[src/rtl/vfd_pkg.sv]
package vfd_pkg;
  typedef enum logic [1:0] {
    TMO_LINES        = 2'd0,
    TMO_ONE_FIELD    = 2'd1,
    TMO_THREE_FIELDS = 2'd2,
    TMO_OFF          = 2'd3
  } tmo_mode_e;
endpackage

[src/rtl/vfd_lowtime.sv]
module vfd_lowtime #(
  parameter int CNT_W    = 10,
  parameter int EQ_WIDTH = 8
) (
  input  logic             clk,
  input  logic             rst_n,
  input  logic             smp_en,
  input  logic             sync_low,
  input  logic             line_start,
  input  logic             armed,
  input  logic [CNT_W-1:0] thresh,
  output logic             vs_hit
);
  localparam logic [CNT_W-1:0] CMAX = '1;
  localparam logic [CNT_W-1:0] EQW  = CNT_W'(EQ_WIDTH);

  logic [CNT_W-1:0] acc_q, acc_d, run_q, run_d, base;
  logic             low_q, low_d, short_end;

  always_comb begin
    base      = line_start ? '0 : acc_q;
    short_end = !sync_low && low_q && (run_q < EQW);
    acc_d     = acc_q;
    run_d     = run_q;
    low_d     = low_q;
    if (smp_en) begin
      low_d = sync_low;
      if (sync_low) run_d = (run_q == CMAX) ? run_q : run_q + 1'b1;
      else          run_d = '0;
      if (short_end)                      acc_d = '0;
      else if (sync_low && base != CMAX)  acc_d = base + 1'b1;
      else                                acc_d = base;
    end
    vs_hit = smp_en && armed && sync_low && (base >= thresh);
  end

  always_ff @(posedge clk or negedge rst_n) begin
    if (!rst_n) begin
      acc_q <= '0;
      run_q <= '0;
      low_q <= 1'b0;
    end else begin
      acc_q <= acc_d;
      run_q <= run_d;
      low_q <= low_d;
    end
  end
endmodule

[src/rtl/vfd_field_tmr.sv]
module vfd_field_tmr
  import vfd_pkg::*;
#(
  parameter int FIELD_LINES = 262,
  parameter int REARM_LINES = 200,
  parameter int FIXED_LINES = 337
) (
  input  logic       clk,
  input  logic       rst_n,
  input  logic       line_start,
  input  logic       vs_hit,
  input  logic       first_half,
  input  logic [1:0] tmo_mode,
  output logic       armed,
  output logic       field_odd,
  output logic       reacq
);
  localparam int M1     = (FIXED_LINES > 3*FIELD_LINES) ? FIXED_LINES : 3*FIELD_LINES;
  localparam int MAXLIM = (M1 > REARM_LINES) ? M1 : REARM_LINES;
  localparam int MW     = $clog2(MAXLIM + 1);
  localparam logic [MW-1:0] FLD_END   = MW'(FIELD_LINES - 1);
  localparam logic [MW-1:0] REARM_END = MW'(REARM_LINES - 1);

  logic [MW-1:0] ln_q, ln_d, rc_q, rc_d, miss_q, miss_d, limit;
  logic          armed_q, armed_d, fld_q, fld_d, rq_q, rq_d;
  tmo_mode_e     mode;

  always_comb begin
    mode = tmo_mode_e'(tmo_mode);
    case (mode)
      TMO_LINES:        limit = MW'(FIXED_LINES);
      TMO_ONE_FIELD:    limit = MW'(FIELD_LINES);
      TMO_THREE_FIELDS: limit = MW'(3*FIELD_LINES);
      default:          limit = MW'(FIXED_LINES);
    endcase
  end

  always_comb begin
    ln_d    = ln_q;
    rc_d    = rc_q;
    miss_d  = miss_q;
    armed_d = armed_q;
    fld_d   = fld_q;
    rq_d    = 1'b0;
    if (vs_hit) begin
      fld_d   = first_half;
      ln_d    = '0;
      rc_d    = '0;
      miss_d  = '0;
      armed_d = 1'b0;
    end else if (line_start) begin
      if (ln_q >= FLD_END) begin
        ln_d  = '0;
        fld_d = !fld_q;
      end else begin
        ln_d = ln_q + 1'b1;
      end
      if (!armed_q) begin
        rc_d = rc_q + 1'b1;
        if (rc_q >= REARM_END) armed_d = 1'b1;
      end
      if (mode != TMO_OFF) begin
        if (miss_q >= limit - 1'b1) begin
          rq_d   = 1'b1;
          miss_d = '0;
        end else begin
          miss_d = miss_q + 1'b1;
        end
      end
    end
  end

  always_ff @(posedge clk or negedge rst_n) begin
    if (!rst_n) begin
      ln_q    <= '0;
      rc_q    <= '0;
      miss_q  <= '0;
      armed_q <= 1'b1;
      fld_q   <= 1'b1;
      rq_q    <= 1'b0;
    end else begin
      ln_q    <= ln_d;
      rc_q    <= rc_d;
      miss_q  <= miss_d;
      armed_q <= armed_d;
      fld_q   <= fld_d;
      rq_q    <= rq_d;
    end
  end

  assign armed     = armed_q;
  assign field_odd = fld_q;
  assign reacq     = rq_q;
endmodule

[src/rtl/vfd_los.sv]
module vfd_los #(
  parameter int LOS_LINES = 16
) (
  input  logic clk,
  input  logic rst_n,
  input  logic smp_en,
  input  logic sync_low,
  input  logic line_start,
  input  logic irq_en,
  output logic los,
  output logic los_irq
);
  localparam int LW = $clog2(LOS_LINES + 1);
  localparam logic [LW-1:0] LMAX = LW'(LOS_LINES);
  localparam logic [LW-1:0] LSET = LW'(LOS_LINES - 1);

  logic [LW-1:0] cnt_q, cnt_d;
  logic          saw_q, saw_d, los_q, los_d, irq_q, irq_d, seen;

  always_comb begin
    seen  = smp_en && sync_low;
    saw_d = saw_q;
    cnt_d = cnt_q;
    los_d = los_q;
    if (line_start) begin
      saw_d = sync_low;
      if (saw_q)              cnt_d = '0;
      else if (cnt_q != LMAX) cnt_d = cnt_q + 1'b1;
    end else if (seen) begin
      saw_d = 1'b1;
    end
    if (seen)                                      los_d = 1'b0;
    else if (line_start && !saw_q && cnt_q >= LSET) los_d = 1'b1;
    irq_d = los_d && !los_q && irq_en;
  end

  always_ff @(posedge clk or negedge rst_n) begin
    if (!rst_n) begin
      cnt_q <= '0;
      saw_q <= 1'b1;
      los_q <= 1'b0;
      irq_q <= 1'b0;
    end else begin
      cnt_q <= cnt_d;
      saw_q <= saw_d;
      los_q <= los_d;
      irq_q <= irq_d;
    end
  end

  assign los     = los_q;
  assign los_irq = irq_q;
endmodule

[src/rtl/vsync_field_det.sv]
module vsync_field_det #(
  parameter int LINE_SAMPLES = 64,
  parameter int CNT_W        = 10,
  parameter int EQ_WIDTH     = 8,
  parameter int FIELD_LINES  = 262,
  parameter int REARM_LINES  = 200,
  parameter int FIXED_LINES  = 337,
  parameter int LOS_LINES    = 16,
  localparam int POS_W       = $clog2(LINE_SAMPLES)
) (
  input  logic             clk,
  input  logic             rst_n,
  input  logic             smp_en,
  input  logic             sync_low,
  input  logic [POS_W-1:0] line_pos,
  input  logic [CNT_W-1:0] vs_thresh,
  input  logic [1:0]       tmo_mode,
  input  logic             los_irq_en,
  output logic             vsync,
  output logic             field_odd,
  output logic             reacquire,
  output logic             los,
  output logic             los_irq
);
  localparam logic [POS_W-1:0] HALF = POS_W'(LINE_SAMPLES / 2);

  logic line_start, first_half, armed, vs_hit;

  assign line_start = smp_en && (line_pos == '0);
  assign first_half = line_pos < HALF;

  vfd_lowtime #(.CNT_W(CNT_W), .EQ_WIDTH(EQ_WIDTH)) u_lt (
    .clk(clk), .rst_n(rst_n), .smp_en(smp_en), .sync_low(sync_low),
    .line_start(line_start), .armed(armed), .thresh(vs_thresh), .vs_hit(vs_hit)
  );

  vfd_field_tmr #(.FIELD_LINES(FIELD_LINES), .REARM_LINES(REARM_LINES),
                  .FIXED_LINES(FIXED_LINES)) u_ft (
    .clk(clk), .rst_n(rst_n), .line_start(line_start), .vs_hit(vs_hit),
    .first_half(first_half), .tmo_mode(tmo_mode), .armed(armed),
    .field_odd(field_odd), .reacq(reacquire)
  );

  vfd_los #(.LOS_LINES(LOS_LINES)) u_ls (
    .clk(clk), .rst_n(rst_n), .smp_en(smp_en), .sync_low(sync_low),
    .line_start(line_start), .irq_en(los_irq_en), .los(los), .los_irq(los_irq)
  );

  assign vsync = vs_hit;
endmodule

[config.mk]
export PLATFORM = sky130hd
export DESIGN_NAME = vsync_field_det
export DESIGN_NICKNAME = d
export VERILOG_FILES = /design/src/rtl/vfd_pkg.sv /design/src/rtl/vfd_lowtime.sv /design/src/rtl/vfd_field_tmr.sv /design/src/rtl/vfd_los.sv /design/src/rtl/vsync_field_det.sv
export SDC_FILE = /design/constraint.sdc
export NUM_CORES = 1
export LEC_CHECK = 0
export ABC_AREA = 0
export BUFFER_PORTS_ARGS = -buffer_cell sky130_fd_sc_hd__buf_2
export CELL_PAD_IN_SITES_DETAIL_PLACEMENT = 1
export CELL_PAD_IN_SITES_GLOBAL_PLACEMENT = 2
export CORE_MARGIN = 2
export CORE_UTILIZATION = 38
export DETAILED_ROUTE_END_ITERATION = 12
export GPL_TIMING_DRIVEN = 0
export PLACE_DENSITY = 0.87
export SLEW_MARGIN = 30
export SYNTH_ARGS = -nofsm -noshare
export SYNTH_HDL_FRONTEND = slang
export SYNTH_SLANG_ARGS = --single-unit
[constraint.sdc]
create_clock -name clk -period 4.15 [get_ports clk]
set_clock_uncertainty 0.05 [all_clocks]
set_input_delay 0.6225 -clock clk [delete_from_list [all_inputs] [get_ports clk]]
set_output_delay 0.6225 -clock clk [all_outputs]
set_load 0.005 [all_outputs]
# [Yosys cells after proc, flatten, opt, wreduce, memory -nomap -nowiden]
# Cells that the tools add are included.
# W data, S select, Z words.
[op_classes] reduce_logical=27 muxes=33 addsub=7 n_eq_ne=8 magnitude_cmp=7
[ops] operator="$mux W10" n=15
[ops] operator="$add A10 B1 Y10 const B" n=5
[ops] operator="$ge A10 B10 Y1" n=2
[ops] operator="$pmux W10 S2" n=1
[ops] operator="$mux W1" n=15
[ops] operator="$logic_and A1 B1 Y1" n=12
[ops] operator="$eq A10 B10 Y1 const B" n=1
[ops] operator="$ge A10 B8 Y1 const B" n=1
[ops] operator="$ge A10 B9 Y1 const B" n=1
[ops] operator="$lt A10 B4 Y1 const B" n=1
[ops] operator="$mux W5" n=2
[ops] operator="$ne A10 B10 Y1 const B" n=1
[ops] operator="$reduce_and A2 Y1" n=5
[ops] operator="$reduce_bool A2 Y1" n=5
[ops] operator="$sub A10 B1 Y10 const B" n=1
[ops] operator="$logic_not A6 Y1" n=1
[ops] operator="$lt A6 B6 Y1 const B" n=1
[ops] operator="$ne A2 B2 Y1 const B" n=3
[ops] operator="$add A5 B1 Y5 const B" n=1
[ops] operator="$ge A5 B4 Y1 const B" n=1
[ops] operator="$ne A5 B5 Y1 const B" n=1
[ops] operator="$logic_not A1 Y1" n=4
[ops] operator="$eq A2 B1 Y1 const B" n=1
[ops] operator="$eq A2 B2 Y1 const B" n=1
[word_totals] word_cells=95 input_bits=23 output_inout_bits=5 ff_bits=62

# [Longest topological paths before layout]
[logic_depth] word_depth=8 ltp_mapped=12 depth_no_buf=10

# [Modules after synthesis]
# A second synthesis with hierarchy kept.
[unflattened] hier_cells=449 hier_area_um2=4113.9
[by_module_without_submodules] mod="vfd_field_tmr" instances=1 seq_area_each_um2=828.3 area_each_um2=2006.9 cells_per_inst=214
[by_module_without_submodules] mod="vfd_lowtime" instances=1 seq_area_each_um2=525.5 area_each_um2=1641.6 cells_per_inst=190
[by_module_without_submodules] mod="vfd_los" instances=1 seq_area_each_um2=201.4 area_each_um2=439.2 cells_per_inst=42
[by_module_without_submodules] mod="vsync_field_det" instances=1 seq_area_each_um2=0.0 area_each_um2=26.3 cells_per_inst=3

# [Worst setup path after synthesis]
# OpenSTA, ideal clock, no wires.
[synth_path] kind="input -> output" from="input port line_pos[3]" to="output port vsync" arrival_time_ns=2.752 stages=11 setup_slack_ns=0.726 t_required_ns=3.477 cell_sequence="nor4_4 > nand2_1 > buf_4 > clkbuf_1 > and2_1 > ha_1 > a211o_1 > a21oi_1 > o21ai_0 > o2bb2ai_1 > clkbuf_1"
[synth_between] elab_chain_cells=5
[synth_rtl] item="start, declared" line_no="vsync_field_det.sv:15" source="input logic [POS_W-1:0] line_pos,"
[synth_rtl] item="$logic_not A6 Y1" line_no="vsync_field_det.sv:29" source="assign line_start = smp_en && (line_pos == '0);"
[synth_rtl] item="$logic_and A1 B1 Y1" line_no="vsync_field_det.sv:29"
[synth_rtl] item="$mux W10" line_no="vfd_lowtime.sv:21" source="base = line_start ? '0 : acc_q;"
[synth_rtl] item="$ge A10 B10 Y1" line_no="vfd_lowtime.sv:34" source="vs_hit = smp_en && armed && sync_low && (base >= thresh);"
[synth_rtl] item="$logic_and A1 B1 Y1" line_no="vfd_lowtime.sv:34"
[synth_rtl] item="end, declared" line_no="vsync_field_det.sv:19" source="output logic vsync,"
# No other way between the ends.

# [Worst setup path in the final report]
[layout_path] from="input port smp_en" to="output port vsync"
[layout_between] elab_chain_cells=4 elab_cells_between_ends=6 classes_between="1 x order compare; 1 x mux; 4 x reduce/logical"
[layout_rtl] item="start, declared" line_no="vsync_field_det.sv:13" source="input logic smp_en,"
[layout_rtl] item="$logic_and A1 B1 Y1" line_no="vsync_field_det.sv:29"
[layout_rtl] item="$mux W10" line_no="vfd_lowtime.sv:21"
[layout_rtl] item="$ge A10 B10 Y1" line_no="vfd_lowtime.sv:34"
[layout_rtl] item="$logic_and A1 B1 Y1 *" line_no="vfd_lowtime.sv:34"
# Mark *: on every way between the ends. The rest lies on a longest branch, timed or not.

==> impl_results.md <==
* CTS sink count at 62
* CTS Buf Count at 9
* Antenna viol nets, final at 0
* Global-route usage over all layers at 19.1%
* CP peak stage delay at 490 ps
* Number of remaining DRC errors at 0
* Worst Path Arrival at 3200 ps
* Diodes inserted at 0
* Largest net degree at the start of global routing at 48
* Minimum clock period at 3870 ps
* Outcome: finished clean
* Slowest CP cell: or3b_4
* CP startpoint: smp_en
* TritonCTS clock tree: done
* Initial antenna violation count at 0
* Total chip power at 1.45 mW
* CP required at 3480 ps
* GP Congestion at 0.792
* Sequential fraction of the synthesis area at 39.4%
* RR Startpoint: u_lt.acc_q[4]
* Power Dens Cells at 320 nW/um^2
* Final WL at 9.91 mm
* Ports at 28
* Share of Yosys cell area claimed by the top area cell type at 37.4%
* H-tree depth at 3
* Fillers at 1213
* Initial Util at 38.7%
* Clock insertion delay at the later pin of the skew report at 340 ps
* TritonRoute pass-1 iters at 4
* Leading cell type in the layout, fill and taps excluded: dfrtp_1
* Final core utilization at 44.3%
* Max VDD drop at 0.169 mV
* HP Class: input port to async pin
* Leading area contributor after synthesis: dfrtp_1
* Global route overflow at 0
* Period Utilization, post-route at 93.3%
* Die area at 11200 um^2
* Core area at 10200 um^2
* First-pass GRT wire length at 17.1 mm
* Post-CTS Hold Buffers at 0
* Pins Over Slew Limit at 0
* Most frequent cells in the layout: dfrtp_1, nand2_1, nor2_1, ha_1, inv_1
* Post-route setup TNS at 0 ps
* Flops & latches, synth at 62
* Ys flop type: dfrtp_1
* Pleak at 2.11 nW
* Worst-margin pin slew at 595 ps
* Total number of vias at 3304
* Worst hold slack at 97.7 ps
* Unrepaired setup endpoints after global routing: false
* Asr flop ratio synth at 100%
* Vias per cell at 5.46
* Cell Area, Synth at 3950 um^2
* Crit path cell chain: buf_2 -> buf_2 -> or3b_4 -> o21ai_0 -> inv_1 -> ha_1 -> nand4_1 -> o21ai_1 -> o2bb2ai_2 -> clkbuf_2 -> buf_2
* Die H at 106 um
* Final Hold Viols at 0
* CTS Root Cell: clkbuf_8
* Worst path bufs/invs at 5
* Initial drt markers at 102
* Fin area at 4510 um^2
* HPWL after DPL at 7.41 mm
* Clk slew on worst S/H paths at 70 ps
* Vias in the first global route at 3459
* Mean Syn Cell Area at 9.31 um^2
* Setup crit end kind: primary output
* WL/cell at 16.4 um
* Max-cap violations at 0
* Startpoint Class: input port
* Post-DP Area at 4290 um^2
* F_max at 0.258 GHz
* Synth area leaders: dfrtp_1, ha_1, xnor2_1
* Cell Rows at 37
* Port Buf Inserts at 27
* Synth unique cells at 61
* Layout cell share with drive strength beyond 1 at 14.9%
* DIE WIDTH at 106 um
* Final net count at 520
* Post-synth EDFFs at 0
* Synth warn at 0
* Final setup vio count at 0
* P&R area growth vs syn at 14.3%
* CP top delay family: buffers and inverters
* Worst Setup Path Type: input port to primary output
* Cell mode on critical path: buf_2
* Crit-path max FO at 10
* Clk buf depth at 2
* Cell count after synthesis at 424
* Slew margin rel. at 60.3%
layer usage:
metal  part of all wire, %  global-route usage (%)
met1                    46                    23.7
met2                    51                    33.6
met3                   1.9                    4.23
met4                   1.3                    4.79
met5                     0                       0
power by group:
| group | internal (mW) | switching, mW | leakage (nW) |
|---|---|---|---|
| clock network | 0.332 | 0.236 | 0.106 |
| registers | 0.639 | 0.0422 | 0.833 |
| logic | 0.0821 | 0.114 | 1.17 |
| total | 1.05 | 0.392 | 2.11 |
kinds of logic after synthesis:
| kind of cell | count (synthesis) | synth area share [%] |
|---|---|---|
| buf+inv | 43 | 4.63 |
| flops | 62 | 39.4 |
| xor+xnor | 26 | 5.77 |
| mux | 3 | 0.761 |
| other cells | 2 | 0.190 |
| fa+ha+maj | 32 | 10.1 |
| simple gates | 179 | 25.4 |
| compound gates | 77 | 13.7 |
synthesized netlist by cell type (all sizes together) (2+ instances only):
cell,count
o211ai,5
dfrtp,59
a22o,6
a21o,4
xnor2,17
inv,30
conb,2
or4,4
nand3,25
clkbuf,6
a211o,3
nor3,28
nor4,8
mux2i,3
nand4b,2
nor3b,4
o21a,3
or3,3
nand4,10
buf,7
a2111oi,2
dfstp,3
xor2,9
and2,10
a31oi,3
and4,2
nand2b,4
a41oi,2
nand2,33
a21oi,16
and3,7
nor2,33
o21ai,20
a211oi,5
ha,32
flip-flops by register name (all words and copies together) (netlist names):
| name | flops |
|---|---|
| u_ls.los | 1 |
| u_ft.field_odd | 1 |
| u_ft.armed | 1 |
| u_ft.miss_q | 10 |
| u_lt.acc_q | 10 |
| u_lt.run_q | 10 |
| u_lt.low_q | 1 |
| u_ft.reacq | 1 |
| u_ls.los_irq | 1 |
| u_ft.rc_q | 10 |
| u_ls.saw_q | 1 |
| u_ls.cnt_q | 5 |
| u_ft.ln_q | 10 |
path summary, 6_finish.rpt:
path / slack [ps] / cells after the start / to
worst max-delay path: 280 / 11 / vsync
worst min-delay path: 100 / 1 / u_ft.ln_q[0]
worst max register to register: 1730 / 8 / u_ft.miss_q[7]
worst min register to register: 450 / 2 / u_lt.run_q[1]
max in group asynchronous: 3380 / 2 / u_ft.armed
min in group clk: 450 / 2 / u_lt.run_q[1]
metrics by stage:
stage	setup WS [ps]	cells
CTS	111	605
global route	107	605
detailed placement	-395	590
finish	277	605
global placement	-309	589
floorplan	726	426
cell type report:
cell class                 count  area (um^2)  share of cell area, %
multi-input combinational    321         2230                   49.4
timing repair buffer          29          173                   3.83
clock buffer                  10          128                   2.83
clock inverter                 5         75.1                   1.66
tap                          136          170                   3.77
buffer                        12         67.6                   1.50
sequential                    62         1560                   34.5
inverter                      30          113                   2.50
repair_timing:
item                                    in CTS  in global routing
pin swaps                                    1                  0
gates resized for setup                      3                  1
buffers inserted                             1                  0
cloned                                       0                  0
endpoints found under the setup margin       1                  1
(Power assumes the default switching activity.)
